===== config.mk =====
export PLATFORM = sky130hd
export DESIGN_NAME = lcd_init_seq
export DESIGN_NICKNAME = d
export VERILOG_FILES = /design/src/rtl/lcd_init_seq.sv
export SDC_FILE = /design/constraint.sdc
export NUM_CORES = 1
export LEC_CHECK = 0
export ABC_CLOCK_PERIOD_IN_PS = 3900
export BUFFER_PORTS_ARGS = -buffer_cell sky130_fd_sc_hd__buf_4
export CAP_MARGIN = 20
export CORE_ASPECT_RATIO = 0.7
export CORE_MARGIN = 4
export CORE_UTILIZATION = 60
export DETAILED_ROUTE_END_ITERATION = 8
export PLACE_DENSITY_LB_ADDON = 0.3
export SKIP_LAST_GASP = 1
export SLEW_MARGIN = 20
export SYNTH_ARGS = -nofsm -noshare
export SYNTH_HDL_FRONTEND = slang
export SYNTH_SLANG_ARGS = --single-unit

===== constraint.sdc =====
create_clock -name clk -period 3.9 [get_ports clk]
set_clock_uncertainty 0.1 [all_clocks]
set_input_delay 0 -clock clk [delete_from_list [all_inputs] [get_ports clk]]
set_output_delay 0 -clock clk [all_outputs]
set_load 0.01 [all_outputs]

===== src/rtl/lcd_init_seq.sv =====
module lcd_init_seq #(
  parameter int unsigned CLK_HZ   = 200_000_000,
  parameter int unsigned PWR_MS   = 90,
  parameter int unsigned PAUSE_MS = 1000,
  parameter int unsigned HALF_BIT = 4
) (
  input  logic clk,
  input  logic rst_n,
  input  logic en_req,
  input  logic dis_req,
  output logic busy,
  output logic done,
  output logic active,
  output logic cs_n,
  output logic sclk,
  output logic mosi
);
  localparam int unsigned TICK_MS = CLK_HZ / 1000;
  localparam logic [31:0] PWR_M1   = 32'(TICK_MS * PWR_MS - 1);
  localparam logic [31:0] PAUSE_M1 = 32'(TICK_MS * PAUSE_MS - 1);
  localparam logic [31:0] HALF_M1  = 32'(HALF_BIT - 1);
  localparam logic [31:0] GAP_M1   = 32'(2 * HALF_BIT - 1);
  localparam logic [5:0] INIT_LAST  = 6'd47;
  localparam logic [5:0] SHUT_FIRST = 6'd48;
  localparam logic [5:0] SHUT_LAST  = 6'd51;
  localparam logic [1:0] K_CMD = 2'd0, K_W8 = 2'd1, K_W16 = 2'd2, K_DLY = 2'd3;

  typedef enum logic [2:0] {S_IDLE, S_FETCH, S_LOW, S_HIGH, S_HOLD} st_t;

  function automatic logic [25:0] rom_at(input logic [5:0] i);
    case (i)
      6'd0:  rom_at = {K_DLY, 8'h00, 16'h0000};
      6'd1:  rom_at = {K_CMD, 8'h00, 16'h0000};
      6'd2:  rom_at = {K_DLY, 8'h00, 16'h0001};
      6'd3:  rom_at = {K_CMD, 8'h00, 16'h0000};
      6'd4:  rom_at = {K_DLY, 8'h00, 16'h0001};
      6'd5:  rom_at = {K_CMD, 8'h00, 16'h0000};
      6'd6:  rom_at = {K_DLY, 8'h00, 16'h0001};
      6'd7:  rom_at = {K_W8,  8'hB0, 16'h0017};
      6'd8:  rom_at = {K_W8,  8'hBC, 16'h0080};
      6'd9:  rom_at = {K_W8,  8'h3B, 16'h0000};
      6'd10: rom_at = {K_W8,  8'hB0, 16'h0016};
      6'd11: rom_at = {K_W16, 8'hB8, 16'hFFF9};
      6'd12: rom_at = {K_CMD, 8'h11, 16'h0000};
      6'd13: rom_at = {K_W8,  8'hBA, 16'h0001};
      6'd14: rom_at = {K_W8,  8'hBB, 16'h0000};
      6'd15: rom_at = {K_W8,  8'h3A, 16'h0060};
      6'd16: rom_at = {K_W8,  8'hBF, 16'h0010};
      6'd17: rom_at = {K_W8,  8'hB1, 16'h0056};
      6'd18: rom_at = {K_W8,  8'hB2, 16'h0033};
      6'd19: rom_at = {K_W8,  8'hB3, 16'h0011};
      6'd20: rom_at = {K_W8,  8'hB3, 16'h0011};
      6'd21: rom_at = {K_W8,  8'hB4, 16'h0002};
      6'd22: rom_at = {K_W8,  8'hB5, 16'h002B};
      6'd23: rom_at = {K_W8,  8'hB6, 16'h0040};
      6'd24: rom_at = {K_W8,  8'hB7, 16'h0003};
      6'd25: rom_at = {K_W8,  8'hB9, 16'h0004};
      6'd26: rom_at = {K_W8,  8'hBD, 16'h0004};
      6'd27: rom_at = {K_W8,  8'hBE, 16'h0000};
      6'd28: rom_at = {K_W8,  8'hC0, 16'h0011};
      6'd29: rom_at = {K_W8,  8'hC1, 16'h0011};
      6'd30: rom_at = {K_W8,  8'hC2, 16'h0011};
      6'd31: rom_at = {K_W16, 8'hC3, 16'h2040};
      6'd32: rom_at = {K_W16, 8'hC4, 16'h60C0};
      6'd33: rom_at = {K_W16, 8'hC5, 16'h1020};
      6'd34: rom_at = {K_W16, 8'hC6, 16'h60C0};
      6'd35: rom_at = {K_W16, 8'hC7, 16'h5533};
      6'd36: rom_at = {K_W8,  8'hC8, 16'h0000};
      6'd37: rom_at = {K_W8,  8'hC9, 16'h0000};
      6'd38: rom_at = {K_W8,  8'hCA, 16'h0000};
      6'd39: rom_at = {K_W16, 8'hEC, 16'h01F0};
      6'd40: rom_at = {K_W8,  8'hCF, 16'h0002};
      6'd41: rom_at = {K_W16, 8'hD0, 16'h0804};
      6'd42: rom_at = {K_W8,  8'hD1, 16'h0001};
      6'd43: rom_at = {K_W16, 8'hD2, 16'h0000};
      6'd44: rom_at = {K_W16, 8'hD3, 16'h0D0E};
      6'd45: rom_at = {K_W16, 8'hD4, 16'h11A4};
      6'd46: rom_at = {K_W8,  8'hD5, 16'h000E};
      6'd47: rom_at = {K_CMD, 8'h29, 16'h0000};
      6'd48: rom_at = {K_CMD, 8'h28, 16'h0000};
      6'd49: rom_at = {K_W16, 8'hB8, 16'h8002};
      6'd50: rom_at = {K_CMD, 8'h10, 16'h0000};
      6'd51: rom_at = {K_W8,  8'hB0, 16'h0000};
      default: rom_at = {K_CMD, 8'h00, 16'h0000};
    endcase
  endfunction

  st_t st;
  logic [5:0]  pc;
  logic [31:0] cnt;
  logic [1:0]  wi;
  logic [3:0]  bi;
  logic        shut;

  logic [25:0] ent;
  logic [1:0]  kind;
  logic [7:0]  addr;
  logic [15:0] val;
  logic [8:0]  word;
  logic        seq_end;

  assign ent     = rom_at(pc);
  assign kind    = ent[25:24];
  assign addr    = ent[23:16];
  assign val     = ent[15:0];
  assign word    = (wi == 2'd0) ? {1'b0, addr} :
                   (wi == 2'd1 && kind == K_W16) ? {1'b1, val[15:8]} : {1'b1, val[7:0]};
  assign mosi    = ~cs_n & word[bi];
  assign seq_end = (pc == (shut ? SHUT_LAST : INIT_LAST));

  always_ff @(posedge clk or negedge rst_n) begin
    if (!rst_n) begin
      st <= S_IDLE; pc <= '0; cnt <= '0; wi <= '0; bi <= '0; shut <= 1'b0;
      busy <= 1'b0; done <= 1'b0; active <= 1'b0; cs_n <= 1'b1; sclk <= 1'b0;
    end else begin
      done <= 1'b0;
      case (st)
        S_IDLE:
          if (en_req) begin
            if (active) done <= 1'b1;
            else begin busy <= 1'b1; shut <= 1'b0; pc <= '0; st <= S_FETCH; end
          end else if (dis_req) begin
            if (!active) done <= 1'b1;
            else begin
              busy <= 1'b1; active <= 1'b0; shut <= 1'b1; pc <= SHUT_FIRST; st <= S_FETCH;
            end
          end
        S_FETCH:
          if (kind == K_DLY) begin
            cnt <= (val == 16'd0) ? PWR_M1 : PAUSE_M1;
            st  <= S_HOLD;
          end else begin
            cs_n <= 1'b0; wi <= '0; bi <= 4'd8; cnt <= HALF_M1; st <= S_LOW;
          end
        S_LOW:
          if (cnt == '0) begin sclk <= 1'b1; cnt <= HALF_M1; st <= S_HIGH; end
          else cnt <= cnt - 1'b1;
        S_HIGH:
          if (cnt == '0) begin
            sclk <= 1'b0;
            cnt  <= HALF_M1;
            st   <= S_LOW;
            if (bi != 4'd0) bi <= bi - 1'b1;
            else if (wi != kind) begin wi <= wi + 1'b1; bi <= 4'd8; end
            else begin cs_n <= 1'b1; cnt <= GAP_M1; st <= S_HOLD; end
          end else cnt <= cnt - 1'b1;
        S_HOLD:
          if (cnt != '0) cnt <= cnt - 1'b1;
          else if (seq_end) begin
            st <= S_IDLE; busy <= 1'b0; done <= 1'b1;
            if (!shut) active <= 1'b1;
          end else begin
            pc <= pc + 1'b1; st <= S_FETCH;
          end
        default: st <= S_IDLE;
      endcase
    end
  end

  assert_sclk_idle_R1: assert property (@(posedge clk) disable iff (!rst_n) cs_n |-> !sclk);
  assert_mosi_hold_R1: assert property (@(posedge clk) disable iff (!rst_n)
    (sclk && $past(sclk)) |-> $stable(mosi));
  assert_done_pulse_R6: assert property (@(posedge clk) disable iff (!rst_n) done |-> !busy);
  assert_done_single_R6: assert property (@(posedge clk) disable iff (!rst_n) done |=> !done);
  assert_cs_gap_R10: assert property (@(posedge clk) disable iff (!rst_n) $rose(cs_n) |=> cs_n);
  assert_active_hold_R8: assert property (@(posedge clk) disable iff (!rst_n)
    (busy && $past(busy)) |-> $stable(active));
  assert_frame_busy_R6: assert property (@(posedge clk) disable iff (!rst_n) !cs_n |-> busy);
endmodule


==> out/metrics.yaml, run 1 <==
placed_design:
  gp_congestion: 1.12
  numPortBuffers: 9
  place_hpwl_mm: 11.7
  dpl_cell_area_um2: 5000
route:
  drt-pass1-iter-count: 5
  drtAntennaViolNets: 0
  totalWireLength_mm: 15.7
  drc: 0
  vias: 5267
  wire_per_inst_um: 21.4
  drt_iter0_drc: 869
  vias_per_cell: 7.21
sta:
  rsz0062_at_grt: "no"
  tightest_slew_ns: 0.998
  fin_crit_sh_pct: 95.0
  slew_viol_final: 0
  relSlewSlack_pct: 31.8
  setup_tns_ns: 0
  finalHoldViolCount: 0
  fin_crit_ns: 3.71
  whs_ns: 0.182
  fmax_ghz: 0.270
  setup_viol: 0
final_layout:
  layout.nets: 651
  fin_area_um2: 5200
  final_cell_mix: "o21ai_0 (67), dfrtp_1 (52), nand2_1 (51), nor2_1 (44), a21oi_1 (43)"
  finish.utilization_pct: 65.7
  synthToLayoutAreaGrowth_pct: 6.24
  diodes: 0
  drive_gt1_share_pct: 10.0
  final_common_cell: "o21ai_0"
yosys:
  syn_inst: 637
  async_reset_ff_share_pct: 100
  ys.flop_type: "dfrtp_1"
  ys_warn_count: 0
  yosysSeqAreaShare_pct: 27.1
  syn_avg_cell_area_um2: 7.68
  ys_types: 81
  syn-cell-area_um2: 4890
  syn_nets: 658
  ys_ff_latch: 53
  synth_edf_count: 0
global_route:
  grt_first_pass_wirelength_mm: 25.0
  grtUsageTotal_pct: 32.5
  grt_overflow_total: 0
  antenna_found_initial: 0
  grt_pass1_vias: 4677
  grt_max_degree: 54
clocking:
  cts_sinks: 53
  cts_htree_levels: 2
  path_clk_slew_ns: 0.07
  clk_latency_ns: 0.29
  cts_buffers: 5
  cts_buffer_depth: 2
  cts_tree: "built"
  cts-root-buf: "clkbuf_16"
critical_path:
  start_kind: "flip-flop"
  cp_slowest_cell: "dfrtp_1"
  crit_buf_inv: 2
  path_cells: "ha_1, ha_2, nor2b_1, o32ai_1, o21ai_0, nor3_2, buf_4, mux2i_1, a311oi_1, a221oi_1, buf_4"
  path_max_fanout: 13
  max_stage_delay_ns: 0.58
  cp.arrival_ns: 3.61
  path_delay_family: "compound AO/OA/AOI/OAI gates"
  critPathMostFrequentCell: "buf_4"
  crit_path_end_kind: "output pin"
  worstPathRequired_ns: 3.80
  crit_type: "reg2out"
power_and_ir_drop:
  total_power_uw: 3530
  p_leak_uw: 0.00206
  max-vdd-ir-drop_mv: 0.399
  p_per_area_nw_per_um2: 679
floorplan:
  die_w_um: 116
  core_area_um2: 7910
  rows: 27
  die_area_um2: 9680
  io_pins: 10
  die_h_um: 83.5
  start_util_pct: 61.9
job:
  drv_cap: 0
status:
  outcome: "complete, no violations"
hold_path:
  hp-class: "in2async"
-- cell families (layout without fill, tap and decap cells) --
logic type / Yosys count / after routing / synth area share [%]
buf+inv: 68 / 61 / 6.27
fa+ha+maj: 17 / 17 / 4.35
mux: 9 / 9 / 2.17
compound gates: 231 / 231 / 31.3
xor+xnor: 5 / 5 / 0.895
flops: 53 / 53 / 27.1
simple gates: 254 / 254 / 27.8
-- worst paths after layout --
path / from / end / slack, ns / cells past startpoint
hold / removal: rst_n / cnt[17]$_DFFE_PN0P_ / 0.18 / 2
setup reg to reg: pc[1]$_DFFE_PN0P_ / cnt[25]$_DFFE_PN0P_ / 0.46 / 8
setup / recovery: pc[1]$_DFFE_PN0P_ / mosi / 0.19 / 11
hold reg to reg: cnt[30]$_DFFE_PN0P_ / cnt[30]$_DFFE_PN0P_ / 0.38 / 1
min in group clk: cnt[30]$_DFFE_PN0P_ / cnt[30]$_DFFE_PN0P_ / 0.38 / 1
max in group asynchronous: rst_n / cnt[28]$_DFFE_PN0P_ / 3.06 / 2
-- per-layer routing --
layer / vias to the layer above / track usage, % / wire (um)
li1: 2386 / - / -
met1: 2488 / 53.1 / 7150
met2: 368 / 39.1 / 5830
met3: 25 / 12.6 / 2480
met4: 0 / 6.01 / 202
met5: - / 0 / 0
-- Yosys cell counts (all sizes together) (8+ instances only) --
cell type	instances	area share [%]
a21oi	44	4.5
a31oi	15	1.9
and3	10	1.3
buf	21	2.6
clkbuf	26	2.0
dfrtp	52	27
ha	17	4.3
inv	19	1.5
nand2	51	3.9
nand2b	10	1.3
nand3	25	2.6
nand3b	8	1.2
nor2	45	3.6
nor2b	20	2.6
nor3	31	3.5
nor4	12	1.5
o211ai	9	1.4
o21ai	73	7.5
o31ai	13	2.0
or2	8	1.0
-- timing repair --
item | CTS | global route
hold buffers | 4 | 0
buffers inserted | 0 | 1
hold endpoints to repair | 54 | 0
endpoints found under the setup margin | 0 | 1
gates resized for setup | 0 | 1
-- area by class of cell --
class | count | area, um^2
Clock buffer | 7 | 143
Fill cell | 695 | 2710
Timing Repair Buffer | 33 | 258
Inverter | 21 | 78.8
Sequential cell | 53 | 1330
Tap cell | 101 | 126
Multi-Input combinational cell | 516 | 3260
-- registers in the layout (all words and copies together) (netlist names) --
name,count
cnt,32
pc,6
bi,4
st,3
wi,2
active,1
busy,1
cs_n,1
done,1
sclk,1
shut,1
-- report_power, final --
group          internal (uW)  leakage (uW)  total, uW  switching [uW]
clock network            252     0.0000700        440             187
registers                722      0.000681        989             267
logic                    776       0.00131       2100            1330
-- metrics by stage --
step / instances / setup slack [ns]
finish: 731 / 0.193
global route: 731 / 0.0212
CTS: 730 / 0.133
detailed placement: 719 / 0.462
global placement: 719 / 0.610
floorplan: 637 / 0.802
Note: power is estimated with default switching activity, not from simulation.
==> inputs of run 2 (changes only) <==
ABC_AREA = 1   (was default)
==> run 2 against run 1 <==
Fmax rose by 21%. Area after synthesis fell by 1.1%. Flip-flop and latch count did not move. Critical path type unchanged. Sequential share of layout area rose by 0.28 points. Critical path depth rose by 3. Core utilization fell by 0.15 points. Cell area fell by 1.1%. Global-route usage fell by 0.68 points. Worst setup slack improved by 0.63 ns. Power rose by 21%.
==> out/metrics.yaml, run 2 <==
placed_design:
  dpl_cell_area_um2: 4920
  place_hpwl_mm: 11.3
  numPortBuffers: 9
  gp_congestion: 1.04
sta:
  setup_tns_ns: 0
  tightest_slew_ns: 0.872
  fin_crit_sh_pct: 78.8
  relSlewSlack_pct: 41.4
  slew_viol_final: 0
  fin_crit_ns: 3.07
  finalHoldViolCount: 0
  setup_viol: 0
  fmax_ghz: 0.326
  rsz0062_at_grt: "no"
yosys:
  ys_warn_count: 0
  post-synth-top-area-fraction_pct: 26.9
  ys.flop_type: "dfrtp_1"
  syn_nets: 757
  syn_inst: 736
  synth-compound-area-share_pct: 18.7
  ys_ff_latch: 53
  synth_common_cells: "nand2_1 (176), nor2_1 (79), inv_1 (77)"
  async_reset_ff_share_pct: 100
  synth-adder-area-share_pct: 4.40
  yosysMostFrequentCell: "nand2_1"
  synthXorXnorAreaFrac_pct: 4.71
  synthSimpleGateAreaFrac_pct: 34.3
  synthMuxAreaShare_pct: 0
  syn_avg_cell_area_um2: 6.57
  synth_top_area_cell: "dfrtp_1"
  syn-cell-area_um2: 4840
  yosysSeqAreaShare_pct: 27.5
  synth_edf_count: 0
  synth_top_family_by_area: "simple AND/OR/NAND/NOR gates"
  ys_types: 48
  ys_top_cells_by_area: "dfrtp_1 (27%), nand2_1 (14%), nor2_1 (6.1%)"
clocking:
  cts_buffers: 5
  cts_buffer_depth: 2
  cts_tree: "built"
  postCtsHoldBufs: 2
  cts_setup_buffers: 0
  path_clk_slew_ns: 0.07
  cts-resized-gates: 0
  clk_latency_ns: 0.30
  cts_sinks: 53
  cts-root-buf: "clkbuf_16"
  cts_htree_levels: 2
critical_path:
  cp.arrival_ns: 2.97
  crit_path_end_kind: "output pin"
  rr_worst_depth: 12
  rr_endpoint: "cnt[14]$_DFFE_PN0P_"
  start_kind: "flip-flop"
  path_max_fanout: 18
  worstPathRequired_ns: 3.80
  r2r_setup_slack_ns: 0.84
  timing.rr.start: "pc[0]$_DFFE_PN0P_"
  crit_type: "reg2out"
route:
  totalWireLength_mm: 14.9
  drt_iter0_drc: 773
  drc: 0
  wire_per_inst_um: 17.8
  drtAntennaViolNets: 0
  vias_per_cell: 6.16
  drt-pass1-iter-count: 6
  vias: 5175
floorplan:
  die_area_um2: 9580
  io_pins: 10
  die_w_um: 115
  start_util_pct: 61.7
  die_h_um: 83.1
  rows: 27
  core_area_um2: 7840
global_route:
  grt_pass1_vias: 4778
  grtUsageTotal_pct: 31.8
  grt_first_pass_wirelength_mm: 24.6
  antenna_found_initial: 0
  grt_overflow_total: 0
  grt_max_degree: 54
final_layout:
  synthToLayoutAreaGrowth_pct: 6.29
  largest_register_ffs: 32
  reg_top3: "cnt x32, pc x6, bi x4"
  final_cell_mix: "nand2_1 (176), nor2_1 (79), inv_1 (77), nand3_1 (56), o21ai_0 (55)"
  multiInputGateArea_um2: 3010
  drive_gt1_share_pct: 10.6
  seqCellArea_um2: 1330
  final_common_cell: "nand2_1"
  num-fill-cells: 691
  largest_register: "cnt"
  fin_area_um2: 5140
  diodes: 0
  layout.nets: 759
hold_path:
  hold_depth: 5
  hold_path_end: "done$_DFF_PN0_"
  hp-class: "in2reg"
  hold_path_startpoint: "dis_req"
status:
  outcome: "complete, no violations"
power_and_ir_drop:
  max-vdd-ir-drop_mv: 0.525
  p_per_area_nw_per_um2: 830
  p_leak_uw: 0.00252
job:
  drv_cap: 0
run 2: per-layer routing:
layer	vias up	routed length [um]	track usage, %
met5	-	0	0
li1	2425	-	-
met2	320	6020	42.8
met3	30	1930	9.98
met1	2400	6720	49.0
met4	0	286	7.04
run 2: cell families after synthesis:
kind of cell / after synthesis
buffers and inverters: 114
adders and majority gates: 17
xor gates and xnor gates: 26
DFF: 53
AOI/OAI and AO/OA: 156
and+or+nand+nor: 370
run 2: final cells by class:
cell class              instances  area share (%)
flip-flops and latches         53            25.8
repair buffers                 17            2.58
multi-input cells             569            58.6
well taps                     101            2.46
inverters                      92            6.82
clock buffers                   5            2.43
clock inverters                 3            1.27
run 2: how the worst max path moves through the flow:
stage	start	endpoint	slack, ns	cells past startpoint
after floorplan	pc[0]$_DFFE_PN0P_	cnt[14]$_DFFE_PN0P_	1.64	12
after global placement	pc[1]$_DFFE_PN0P_	cnt[14]$_DFFE_PN0P_	1.03	12
after detailed placement	pc[0]$_DFFE_PN0P_	cnt[14]$_DFFE_PN0P_	0.98	12
after CTS	pc[0]$_DFFE_PN0P_	cnt[14]$_DFFE_PN0P_	0.94	12
after global routing	pc[0]$_DFFE_PN0P_	mosi	0.60	15
final	pc[3]$_DFFE_PN0P_	mosi	0.83	14
run 2: stage by stage:
| step | hold WS, ns | instances | total power [uW] | setup WS (ns) | utilization, % |
|---|---|---|---|---|---|
| final | 0.0540 | 840 | 4270 | 0.828 | 65.6 |
| after global routing | 0.120 | 840 | 4620 | 0.603 | 65.6 |
| after CTS | 0.0277 | 840 | 4180 | 0.936 | 65.5 |
| after detailed placement | -0.0124 | 830 | 3600 | 0.984 | 62.8 |
| after global placement | -0.0234 | 830 | 3540 | 1.03 | 62.8 |
| after floorplan | -0.396 | 736 | 2970 | 1.64 | - |
run 2: critical path, cell delays in order (launching register included):
cell	delay (ns)
dfrtp_1	0.76
buf_4	0.33
nand2_2	0.10
inv_1	0.20
nand2_1	0.10
nand3_1	0.11
nand2_2	0.12
nor2_2	0.25
nand3_1	0.11
nand2_1	0.10
a21oi_1	0.07
nor2_1	0.08
nand2_1	0.06
a21oi_1	0.12
buf_4	0.15
run 2: power by group:
part / switching (uW) / total [uW] / internal (uW)
registers: 175 / 923 / 748
logic: 1900 / 2780 / 877
clock network: 199 / 566 / 367
==> inputs of run 3 (changes only) <==
ABC_AREA = 0   (was 1)
ABC_CLOCK_PERIOD_IN_PS = 2500   (was 3900)
CORE_UTILIZATION = 58   (was 60)
clock period = 2.5 ns   (was 3.9 ns; I/O delays follow)
==> run 3 against run 2 <==
The run now ends with negative setup slack left. Clock power rose by 30%. Non-clock buffer count rose by 149. Worst setup slack got worse by 1.4 ns. Register-to-register slack got worse by 1.3 ns. Sequential power rose by 56%. Critical path depth fell by 3. First-iteration DRC count rose by 60%. Final cell count rose by 3.1%. Combinational power rose by 100%. Worst hold slack improved by 0.080 ns. Power rose by 81%. Via count rose by 25%. Largest cell class unchanged. Largest power group unchanged.
==> out/metrics.yaml, run 3 (same netlist as run 1, synthesis figures left out) <==
floorplan:
  die_h_um: 84.8
  start_util_pct: 60.8
  die_w_um: 118
  die_area_um2: 9990
  rows: 27
  io_pins: 10
  core_area_um2: 8040
hold_path:
  hold_path_end: "active$_DFFE_PN0P_"
  hold_path_startpoint: "dis_req"
  hp-class: "in2reg"
  hold_depth: 4
status:
  violations: "negative setup slack"
  outcome: "finished, violations left"
sta:
  rsz0062_at_grt: "yes"
  tightest_slew_ns: 0.704
  fin_crit_ns: 3.07
  setup_viol: 47
  slew_viol_final: 0
  whs_ns: 0.134
  final.setup.worst_slack_ns: -0.568
  fmax_ghz: 0.326
  finalHoldViolCount: 0
  fin_crit_sh_pct: 123
  relSlewSlack_pct: 53.1
critical_path:
  rr_endpoint: "cnt[22]$_DFFE_PN0P_"
  start_kind: "flip-flop"
  crit_buf_inv: 3
  r2r_setup_slack_ns: -0.41
  crit_start: "pc[0]$_DFFE_PN0P_"
  cp.arrival_ns: 2.97
  timing.rr.start: "pc[0]$_DFFE_PN0P_"
  crit_type: "reg2out"
  critPathMostFrequentCell: "buf_4"
  worstPathRequired_ns: 2.40
  path_delay_family: "compound AO/OA/AOI/OAI gates"
  max_stage_delay_ns: 0.53
  cp_slowest_cell: "a2111oi_1"
  path_cells: "inv_4, ha_2, nor2_2, buf_4, a21oi_1, o221ai_1, a2111oi_1, nor4_1, a41oi_1, a221oi_2, buf_4"
  rr_worst_depth: 12
  path_max_fanout: 6
  crit_path_end_kind: "output pin"
final_layout:
  layout.nets: 785
  largest_register_ffs: 32
  diodes: 0
  largest_register: "cnt"
  final_common_cell: "buf_4"
  reg_top3: "cnt x32, pc x6, bi x4"
  drive_gt1_share_pct: 34.9
  synthToLayoutAreaGrowth_pct: 39.0
  num-fill-cells: 436
  final_cell_mix: "buf_4 (141), o21ai_0 (54), nand2_1 (50), dfrtp_1 (49), a21oi_1 (41)"
power_and_ir_drop:
  total_power_uw: 7740
  p_per_area_nw_per_um2: 1140
  max-vdd-ir-drop_mv: 0.663
  p_leak_uw: 0.00284
route:
  drc: 0
  wire_per_inst_um: 24.8
  totalWireLength_mm: 21.4
  drtAntennaViolNets: 0
  vias_per_cell: 7.45
  drt-pass1-iter-count: 7
  drt_iter0_drc: 1239
  vias: 6454
clocking:
  cts_buffer_depth: 2
  path_clk_slew_ns: 0.07
  cts_sinks: 53
  cts-root-buf: "clkbuf_16"
  cts_buffers: 5
  cts_tree: "built"
  clk_latency_ns: 0.30
  cts_htree_levels: 2
global_route:
  grt_overflow_total: 0
  antenna_found_initial: 1
  grt_first_pass_wirelength_mm: 30.2
  grt_pass1_vias: 5576
  grt_max_degree: 54
  grtUsageTotal_pct: 37.7
placed_design:
  numPortBuffers: 9
  gp_congestion: 1.11
  place_hpwl_mm: 13.4
job:
  drv_cap: 0
## run 3: cell types whose count changed in the layout (fill, tap and decap cells not counted), sizes merged, moves of 12 or more
cell   delta
buf     +147
nand2   -137
inv      -70
nor2     -48
nand3    -35
xor2     -23
nor3     +21
nor2b    +20
a21oi    -14
o21ai    +12
## run 3: worst min-delay path: cells and delay by family
family                 cells  cell delay (ns)
buffers and inverters      1             0.13
AOI/OAI and AO/OA          2             0.25
and+or+nand+nor            1             0.09
## run 3: through the flow
| stage | cells | TNS, ns | worst slack [ns] | util (%) | instance area [um^2] |
|---|---|---|---|---|---|
| floorplan | 637 | -3.23 | -0.255 | - | 5030 |
| global placement | 833 | -6.64 | -0.365 | 74.4 | 5980 |
| detailed placement | 833 | -7.67 | -0.410 | 74.4 | 5980 |
| CTS | 855 | -4.68 | -0.451 | 80.2 | 6450 |
| global route | 866 | -13.41 | -0.656 | 84.5 | 6800 |
| finish | 866 | -10.56 | -0.568 | 84.5 | 6800 |
## run 3: repair_timing
item | CTS | global route
setup endpoints to repair | 37 | 46
buffers inserted | 10 | 11
endpoints found under the hold margin | 53 | 0
hold buffers | 3 | 0
pin swaps | 28 | 37
resized for setup | 46 | 62
gates cloned | 1 | 1
## run 3: area by class of cell
cell class | instances | area, um^2 | area share, %
flip-flops and latches | 53 | 1330 | 19.6
inverters | 21 | 86.3 | 1.27
clock inverters | 1 | 7.51 | 0.110
well taps | 101 | 126 | 1.86
clock buffers | 7 | 143 | 2.10
repair buffers | 166 | 1410 | 20.7
multi-input cells | 517 | 3700 | 54.4
## run 3: metal layers
metal	routed length, um	track usage (%)	vias to the layer above	part of all wire [%]
met3	3830	15.8	125	18
met4	741	6.38	0	3.5
met2	8840	53.0	656	41
met1	8030	54.7	3005	37
li1	-	-	2668	-
met5	0	0	-	0
## run 3: worst max path at each step
stage | end | slack (ns) | cells past startpoint
2_1_floorplan | mosi | -0.26 | 14
6_report | mosi | -0.57 | 11
4_1_cts | mosi | -0.45 | 12
3_3_place_gp | cnt[25]$_DFFE_PN0P_ | -0.36 | 10
5_1_grt | mosi | -0.66 | 10
3_5_place_dp | mosi | -0.41 | 10
## run 3: report_power, final
part           internal (uW)  switching [uW]  leakage, uW
Clock                    401             336    0.0000701
Sequential              1130             311     0.000676
Combinational           2420            3140      0.00209
Total                   3950            3780      0.00284
